`src/rtl/i2c_hs_pkg.sv`:
```
package i2c_hs_pkg;

    localparam int REG_W  = 8;
    localparam int ADDR_W = 2;

    typedef enum logic [ADDR_W-1:0] {
        REG_CTRL = 2'd0,
        REG_CODE = 2'd1,
        REG_DIV  = 2'd2,
        REG_TOUT = 2'd3
    } hs_reg_e;

    localparam int BIT_EN    = 0;
    localparam int BIT_ACK   = 1;
    localparam int BIT_STOP  = 2;
    localparam int BIT_START = 3;
    localparam int BIT_EVT   = 4;
    localparam int BIT_IEN   = 7;

    typedef struct packed {
        logic ien;
        logic evt;
        logic start;
        logic stop;
        logic ack;
        logic en;
    } hs_ctrl_t;

    function automatic logic [REG_W-1:0] pack_ctrl(hs_ctrl_t c);
        logic [REG_W-1:0] w;
        w            = '0;
        w[BIT_EN]    = c.en;
        w[BIT_ACK]   = c.ack;
        w[BIT_STOP]  = c.stop;
        w[BIT_START] = c.start;
        w[BIT_EVT]   = c.evt;
        w[BIT_IEN]   = c.ien;
        return w;
    endfunction

endpackage

```
`src/rtl/hs_ctrl_bits.sv`:
```
module hs_ctrl_bits
    import i2c_hs_pkg::*;
(
    input  logic             clk,
    input  logic             rst,
    input  logic             wr_ctrl,
    input  logic [REG_W-1:0] wdata,
    input  logic             is_master,
    input  logic             start_done,
    input  logic             stop_seen,
    input  logic             status_valid,
    output hs_ctrl_t         ctrl_q,
    output logic             release_q
);

    hs_ctrl_t c_n;
    logic     pend_q, pend_n, rel_n;

    always_comb begin
        c_n    = ctrl_q;
        pend_n = pend_q;
        rel_n  = 1'b0;
        if (wr_ctrl) begin
            c_n.en  = wdata[BIT_EN];
            c_n.ack = wdata[BIT_ACK];
            c_n.ien = wdata[BIT_IEN];
            if (wdata[BIT_EN]) begin
                if (wdata[BIT_START]) c_n.start = 1'b1;
                if (wdata[BIT_STOP]) begin
                    if (is_master) c_n.stop = 1'b1;
                    else           rel_n    = 1'b1;
                end
                if (wdata[BIT_EVT]) c_n.evt = 1'b0;
            end
        end
        if (ctrl_q.en && c_n.en) begin
            if (stop_seen) begin
                c_n.stop = 1'b0;
                c_n.evt  = 1'b0;
            end
            if (start_done) pend_n = 1'b1;
            if (status_valid) begin
                c_n.evt = 1'b1;
                if (c_n.start && (start_done || pend_q)) begin
                    c_n.start = 1'b0;
                    pend_n    = 1'b0;
                end
            end
        end
        if (!c_n.en) begin
            c_n.start = 1'b0;
            c_n.stop  = 1'b0;
            c_n.evt   = 1'b0;
            pend_n    = 1'b0;
        end
    end

    always_ff @(posedge clk) begin
        if (rst) begin
            ctrl_q    <= '0;
            pend_q    <= 1'b0;
            release_q <= 1'b0;
        end else begin
            ctrl_q    <= c_n;
            pend_q    <= pend_n;
            release_q <= rel_n;
        end
    end

endmodule

```
`src/rtl/hs_status_latch.sv`:
```
module hs_status_latch
    import i2c_hs_pkg::*;
(
    input  logic             clk,
    input  logic             rst,
    input  logic             en,
    input  logic             status_valid,
    input  logic [REG_W-1:0] code_in,
    input  logic             timeout,
    input  logic             wr_tout,
    input  logic             clr_bit,
    output logic [REG_W-1:0] code_q,
    output logic             tflag_q
);

    always_ff @(posedge clk) begin
        if (rst) begin
            code_q  <= '0;
            tflag_q <= 1'b0;
        end else begin
            if (en && status_valid) code_q <= code_in;
            if (!en)                   tflag_q <= 1'b0;
            else if (timeout)          tflag_q <= 1'b1;
            else if (wr_tout && clr_bit) tflag_q <= 1'b0;
        end
    end

endmodule

```
`src/rtl/hs_div_reg.sv`:
```
module hs_div_reg #(
    parameter int DIV_W   = 8,
    parameter int DIV_MIN = 4
) (
    input  logic             clk,
    input  logic             rst,
    input  logic             wr_div,
    input  logic [DIV_W-1:0] wdata,
    output logic [DIV_W-1:0] div_q
);

    localparam logic [DIV_W-1:0] FLOOR = DIV_W'(DIV_MIN);

    always_ff @(posedge clk) begin
        if (rst)         div_q <= FLOOR;
        else if (wr_div) div_q <= (wdata < FLOOR) ? FLOOR : wdata;
    end

endmodule

```
`src/rtl/i2c_hs_top.sv`:
```
module i2c_hs_top
    import i2c_hs_pkg::*;
#(
    parameter int DIV_W   = 8,
    parameter int DIV_MIN = 4
) (
    input  logic              clk,
    input  logic              rst,
    input  logic              reg_wr,
    input  logic [1:0]        reg_addr,
    input  logic [7:0]        reg_wdata,
    output logic [7:0]        reg_rdata,
    input  logic              is_master,
    input  logic              start_done,
    input  logic              stop_seen,
    input  logic              status_valid,
    input  logic [7:0]        status_code,
    input  logic              timeout,
    output logic              enable_out,
    output logic              ack_out,
    output logic              start_req,
    output logic              stop_req,
    output logic              slave_release,
    output logic              engine_stall,
    output logic [DIV_W-1:0]  div_out,
    output logic              irq
);

    hs_reg_e          sel;
    hs_ctrl_t         ctrl_q;
    logic [REG_W-1:0] code_q;
    logic             tflag_q;
    logic             wr_ctrl, wr_div, wr_tout;

    assign sel     = hs_reg_e'(reg_addr);
    assign wr_ctrl = reg_wr && (sel == REG_CTRL);
    assign wr_div  = reg_wr && (sel == REG_DIV);
    assign wr_tout = reg_wr && (sel == REG_TOUT);

    hs_ctrl_bits u_ctrl (
        .clk          (clk),
        .rst          (rst),
        .wr_ctrl      (wr_ctrl),
        .wdata        (reg_wdata),
        .is_master    (is_master),
        .start_done   (start_done),
        .stop_seen    (stop_seen),
        .status_valid (status_valid),
        .ctrl_q       (ctrl_q),
        .release_q    (slave_release)
    );

    hs_status_latch u_stat (
        .clk          (clk),
        .rst          (rst),
        .en           (ctrl_q.en),
        .status_valid (status_valid),
        .code_in      (status_code),
        .timeout      (timeout),
        .wr_tout      (wr_tout),
        .clr_bit      (reg_wdata[0]),
        .code_q       (code_q),
        .tflag_q      (tflag_q)
    );

    hs_div_reg #(.DIV_W(DIV_W), .DIV_MIN(DIV_MIN)) u_div (
        .clk    (clk),
        .rst    (rst),
        .wr_div (wr_div),
        .wdata  (reg_wdata[DIV_W-1:0]),
        .div_q  (div_out)
    );

    always_comb begin
        reg_rdata = '0;
        case (sel)
            REG_CTRL: reg_rdata = pack_ctrl(ctrl_q);
            REG_CODE: reg_rdata = code_q;
            REG_DIV:  reg_rdata = 8'(div_out);
            REG_TOUT: reg_rdata = {7'b0, tflag_q};
            default:  reg_rdata = '0;
        endcase
    end

    assign enable_out   = ctrl_q.en;
    assign ack_out      = ctrl_q.ack;
    assign start_req    = ctrl_q.start;
    assign stop_req     = ctrl_q.stop;
    assign engine_stall = ctrl_q.en && ctrl_q.evt;
    assign irq          = ctrl_q.en && ctrl_q.ien && (ctrl_q.evt || tflag_q);

endmodule

```
`config.mk`:
```
export PLATFORM = sky130hd
export DESIGN_NAME = i2c_hs_top
export DESIGN_NICKNAME = d
export VERILOG_FILES = /design/src/rtl/i2c_hs_pkg.sv /design/src/rtl/hs_ctrl_bits.sv /design/src/rtl/hs_status_latch.sv /design/src/rtl/hs_div_reg.sv /design/src/rtl/i2c_hs_top.sv
export SDC_FILE = /design/constraint.sdc
export NUM_CORES = 1
export LEC_CHECK = 0
export BUFFER_PORTS_ARGS = -buffer_cell sky130_fd_sc_hd__buf_2
export CAP_MARGIN = 5
export CORE_ASPECT_RATIO = 1.2
export CORE_MARGIN = 10
export CORE_UTILIZATION = 30
export CTS_CLUSTER_SIZE = 10
export DETAILED_ROUTE_END_ITERATION = 10
export PLACE_DENSITY_LB_ADDON = 0.2
export SLEW_MARGIN = 20
export SYNTH_ARGS = -nofsm -noshare
export SYNTH_HDL_FRONTEND = slang
export SYNTH_HIERARCHICAL = 1
export SYNTH_SLANG_ARGS = --single-unit
```
`constraint.sdc`:
```
create_clock -name clk -period 1.55 [get_ports clk]
set_clock_uncertainty 0.15 [all_clocks]
set_input_delay 0.0775 -clock clk [delete_from_list [all_inputs] [get_ports clk]]
set_output_delay 0.0775 -clock clk [all_outputs]
set_load 0.005 [all_outputs]
```
# == After elaboration in Yosys (flattened, before gate mapping) ==
# Index checks and enable logic that the tools add are counted.
# word_totals
regBits,25
latchBits,0
ramBits,0
romBits,0
in_bits,26
out_inout_bits,23
word_cells,56
memories,0
# classes
add_sub_neg,0
mul,0
div_mod_pow,0
magnitude_cmp,1
eq_ne,3
n_shift,0
n_mux,19
n_bitwise,5
reduce_logical,17
# op_table
operator,count
$pmux W8 S4,1
$mux W1,13
$logic_and A1 B1 Y1,10
$lt A8 B3 Y1 const B,1
$mux W8,1
$mux W3,2
$mux W5,1
$not A1 Y1,5
$eq A2 B2 Y1 const B,2
$reduce_or A2 Y1,2
$reduce_or A4 Y1,1
$eq A2 B1 Y1 const B,1
$logic_not A2 Y1,1
$logic_or A1 B1 Y1,2
$mux W2,1
$reduce_bool A2 Y1,1

# == Logic depth before layout (Yosys ltp) ==
# logic_depth
depth_word,8
depth_mapped,6
mapped_depth_nobuf,4

# == Hierarchy ==
# The synthesis kept the hierarchy.
# modules_own_cells
module,n_inst,cells_each,area_per_inst_um2,seq_area_each_um2
hs_status_latch,1,41,417.9,180.2
hs_ctrl_bits,1,34,330.3,160.2
hs_div_reg,1,30,324.1,160.2
i2c_hs_top,1,23,206.4,0.0

# == Least setup slack after synthesis ==
# OpenSTA, ideal clock, no wires.
# synth_timing
path_kind,input -> register
start,input port reg_addr[1]
end,register u_div.div_q[0]
setup_time_ns,0.087
t_arrival_ns,1.033
t_required_ns,1.313
setup_slack_ns,0.280
path_stages,5
path_buffers,2
path_cell_list,buf_2 -> and3b_2 -> buf_2 -> or3b_1 -> o31ai_1
# synth_via
elab_chain_cells,2
# synth_lines
item,line_no,text
start: declaration,i2c_hs_top.sv:10,"input logic [1:0] reg_addr,"
$eq A2 B2 Y1,i2c_hs_top.sv:37,assign wr_div = reg_wr && (sel == REG_DIV);
$logic_and A1 B1 Y1,i2c_hs_top.sv:37,
net wr_div,i2c_hs_top.sv:33,"logic wr_ctrl, wr_div, wr_tout;"
end signal: assignment,hs_div_reg.sv:16,else if (wr_div) div_q <= (wdata < FLOOR) ? FLOOR : wdata;
end: declaration,hs_div_reg.sv:9,output logic [DIV_W-1:0] div_q
# The timed path passes the listed nets, and every way through them passes these cells.
# A chain may end at the register's enable or synchronous reset.

# == Worst setup path after layout ==
# layout_timing
start,input port reg_wdata[3]
end,register u_div.div_q[2]
# layout_via
elab_chain_cells,2
# layout_lines
item,line_no,text
start: declaration,i2c_hs_top.sv:11,"input logic [7:0] reg_wdata,"
$lt A8 B3 Y1,hs_div_reg.sv:16,
$mux W8,hs_div_reg.sv:16,
# Every way passes these cells.

==> flow_summary.yaml <==
status:
  status: "completed"
setup_path:
  critPathRequiredTime_ns: 1.62
  end_kind: "flop"
  path_class: "input pin to flop"
  crit_start: "reg_wdata[3]"
  crit_path_start_kind: "input pin"
  reg2reg_depth: 4
  timing.rr.start: "u_ctrl/ctrl_q[0]"
  worstPathMaxFanout: 3
  arrival_ns: 1.52
route:
  maxUsedRoutingLayer: "met4"
  postRouteAntennaNets: 0
  vias: 1207
  finalWirelength_mm: 3.90
  viasPerCell: 4.79
  avgRoutedWirePerCell_um: 15.5
  firstDrtPassIters: 4
  met1_length_mm: 1.65
  wl_met2_mm: 1.95
  drc: 0
  drtIter0Drc: 42
  dr_wl_met3_um: 251
power:
  p_leak_nw: 0.808
  powerDensity_mw_per_mm2: 688
  finalPower_mw: 1.25
  peakVddDrop_mv: 0.290
clock_network:
  post_cts_buffers: 0
  htreeDepth: 1
  tritoncts: "built"
  cts.clk_slew.worst_paths_ns: 0.09
  clockBufferDepth: 2
  clk_latency_ns: 0.26
  cts_root_buf: "clkbuf_8"
  cts_sinks: 25
  cts_buffers: 3
logic_synthesis:
  yosys-top-cells-area: "dfxtp_1 39%, mux2i_1 9.4%, a21bo_2 4.7%"
  synth_xor_xnor_area_share: 0
  yosysTopAreaCell: "dfxtp_1"
  synth_edf_count: 0
  synth_simple_gate_area_frac: 0.191
  synth_top_family_by_area: "compound AO/OA/AOI/OAI gates"
  ys_seq_elements: 25
  syn_nets: 154
  synthArstFlopShare: 0
  synthCells: 128
  synth-seq-area-share: 0.391
  synth-adder-area-share: 0
  yosysTopAreaCellShare: 0.391
  synth_mux_area_frac: 0.112
  netlist_area_mm2: 0.00128
  ys.flop_type: "dfxtp_1"
  synth-compound-area-share: 0.231
  ys.warnings.count: 6
  synth_area_per_cell_um2: 9.99
  synth_cell_types: 40
timing:
  tightest_slew_ns: 0.288
  final-setup-viol-count: 0
  period_share: 0.936
  slew_headroom: 0.808
  slew_viol_final: 0
  period_minus_slack_ns: 1.45
  finalHoldViolations: 0
  finalSetupTns_ns: 0
  rsz0062_at_grt: "no"
  fmax_mhz: 689
global_routing:
  grt_pass1_vias: 1331
  track_usage: 0.111
  grt_overflow_total: 0
  antenna_found_initial: 0
  grt_pass1_wl_mm: 6.67
  grt_max_degree: 19
cells_and_area:
  post-route-util: 0.452
  nNetsFinal: 225
  n_fill_cell: 388
  antennaDiodeCount: 0
  final_cell_area_mm2: 0.00182
  ff_latch_area_um2: 500
  multiInputGateArea_um2: 693
  areaGrowthSynthToFinish_pct: 42.6
  drive_gt1_frac: 0.394
floorplan:
  pin_count: 49
  die-area_mm2: 0.00728
  die_h_um: 91.5
  coreArea_mm2: 0.00404
  die_w_um: 79.6
  start_util: 0.317
  fp-row-count: 25
hold_path:
  hold_depth: 3
  hp-start: "reg_wdata[0]"
  min_path_type: "input pin to flop"
placed_design:
  io_buffer_count: 48
  placed_cell_area_mm2: 0.00157
  dp.final_hpwl_mm: 3.00
  gp_congestion: 0.773
flow_run:
  maxCapViolCount: 0
-- timing repair --
| item | 4_1_cts | 5_1_grt |
|---|---|---|
| endpoints found under the setup margin | 0 | 1 |
| resized for setup | 0 | 2 |
| hold buffers | 20 | 1 |
| endpoints found under the hold margin | 21 | 1 |
-- through the flow --
step,hold WS (ns),setup slack [ns],instances
4_1_cts,0.0111,0.0410,252
5_1_grt,0.0157,0.0440,252
6_report,0.00697,0.0997,252
2_1_floorplan,-0.000117,0.280,128
3_3_place_gp,0.117,0.211,228
3_5_place_dp,0.122,0.140,228
-- layout by cell type (no fill, tap or decap), drive strengths merged, types with 3 or more instances in the layout --
cell type,count
clkbuf,3
mux2i,12
nor3,5
or3b,3
a21oi,9
o2bb2ai,5
dlygate4sd3,20
nand2,6
a21bo,8
dfxtp,25
nand3,8
nor2,8
buf,57
nor2b,3
-- kinds of logic after synthesis --
group / after synthesis
AND/OR/NAND/NOR: 41
AO/OA/AOI/OAI: 36
flip-flops: 25
multiplexers: 13
buffers and inverters: 13
-- power breakdown --
part	total (mW)	switching (mW)	internal, mW	leakage [nW]
clock network	0.386	0.207	0.180	0.0255
registers	0.665	0.00972	0.655	0.202
logic	0.203	0.0931	0.110	0.580
-- critical path, stage by stage --
cell and delay (ns):
dlygate4sd3_1 0.52, buf_2 0.14, or4_4 0.43, nor3_4 0.17
o32a_1 0.17
-- Yosys cell counts, types with 2 or more instances --
| library cell | count |
|---|---|
| nand2_1 | 6 |
| dfxtp_1 | 25 |
| o211a_1 | 2 |
| nor2b_1 | 3 |
| a21bo_1 | 2 |
| nand3_1 | 8 |
| o2bb2ai_1 | 5 |
| or3b_1 | 2 |
| a21oi_1 | 7 |
| a21oi_2 | 2 |
| a22o_1 | 2 |
| o31ai_1 | 2 |
| inv_1 | 2 |
| nor2_1 | 8 |
| nor3_1 | 4 |
| buf_6 | 4 |
| clkbuf_1 | 3 |
| buf_2 | 2 |
| a31oi_1 | 2 |
| mux2i_1 | 12 |
| a21bo_2 | 6 |
-- flip-flops by register name, summed over array words and instances, names as in the netlist --
register and cells:
u_div/div_q 8, u_stat/code_q 8, u_ctrl/ctrl_q 6, u_ctrl/pend_q 1
u_ctrl/release_q 1, u_stat/tflag_q 1
-- layout make-up --
| type | instances | area share |
|---|---|---|
| Inverter | 2 | 0.00412 |
| Tap cell | 54 | 0.0371 |
| Clock buffer | 3 | 0.0226 |
| Multi-Input combinational cell | 90 | 0.380 |
| Sequential cell | 25 | 0.275 |
| Clock inverter | 1 | 0.00275 |
| Timing Repair Buffer | 77 | 0.279 |
-- path summary, 6_finish.rpt --
kind / endpoint / slack, ns
worst min-delay path: u_ctrl/release_q / 0.007
worst min register to register: u_ctrl/pend_q / 0.37
worst max register to register: u_ctrl/ctrl_q[2] / 0.28
worst max-delay path: u_div/div_q[2] / 0.1
-- per-layer routing --
layer,GRT usage,up-vias
met5,0,-
met4,0.0389,0
met3,0.0345,5
met2,0.178,39
met1,0.134,553
li1,-,610
No activity file was read; power rests on OpenSTA's default activity.
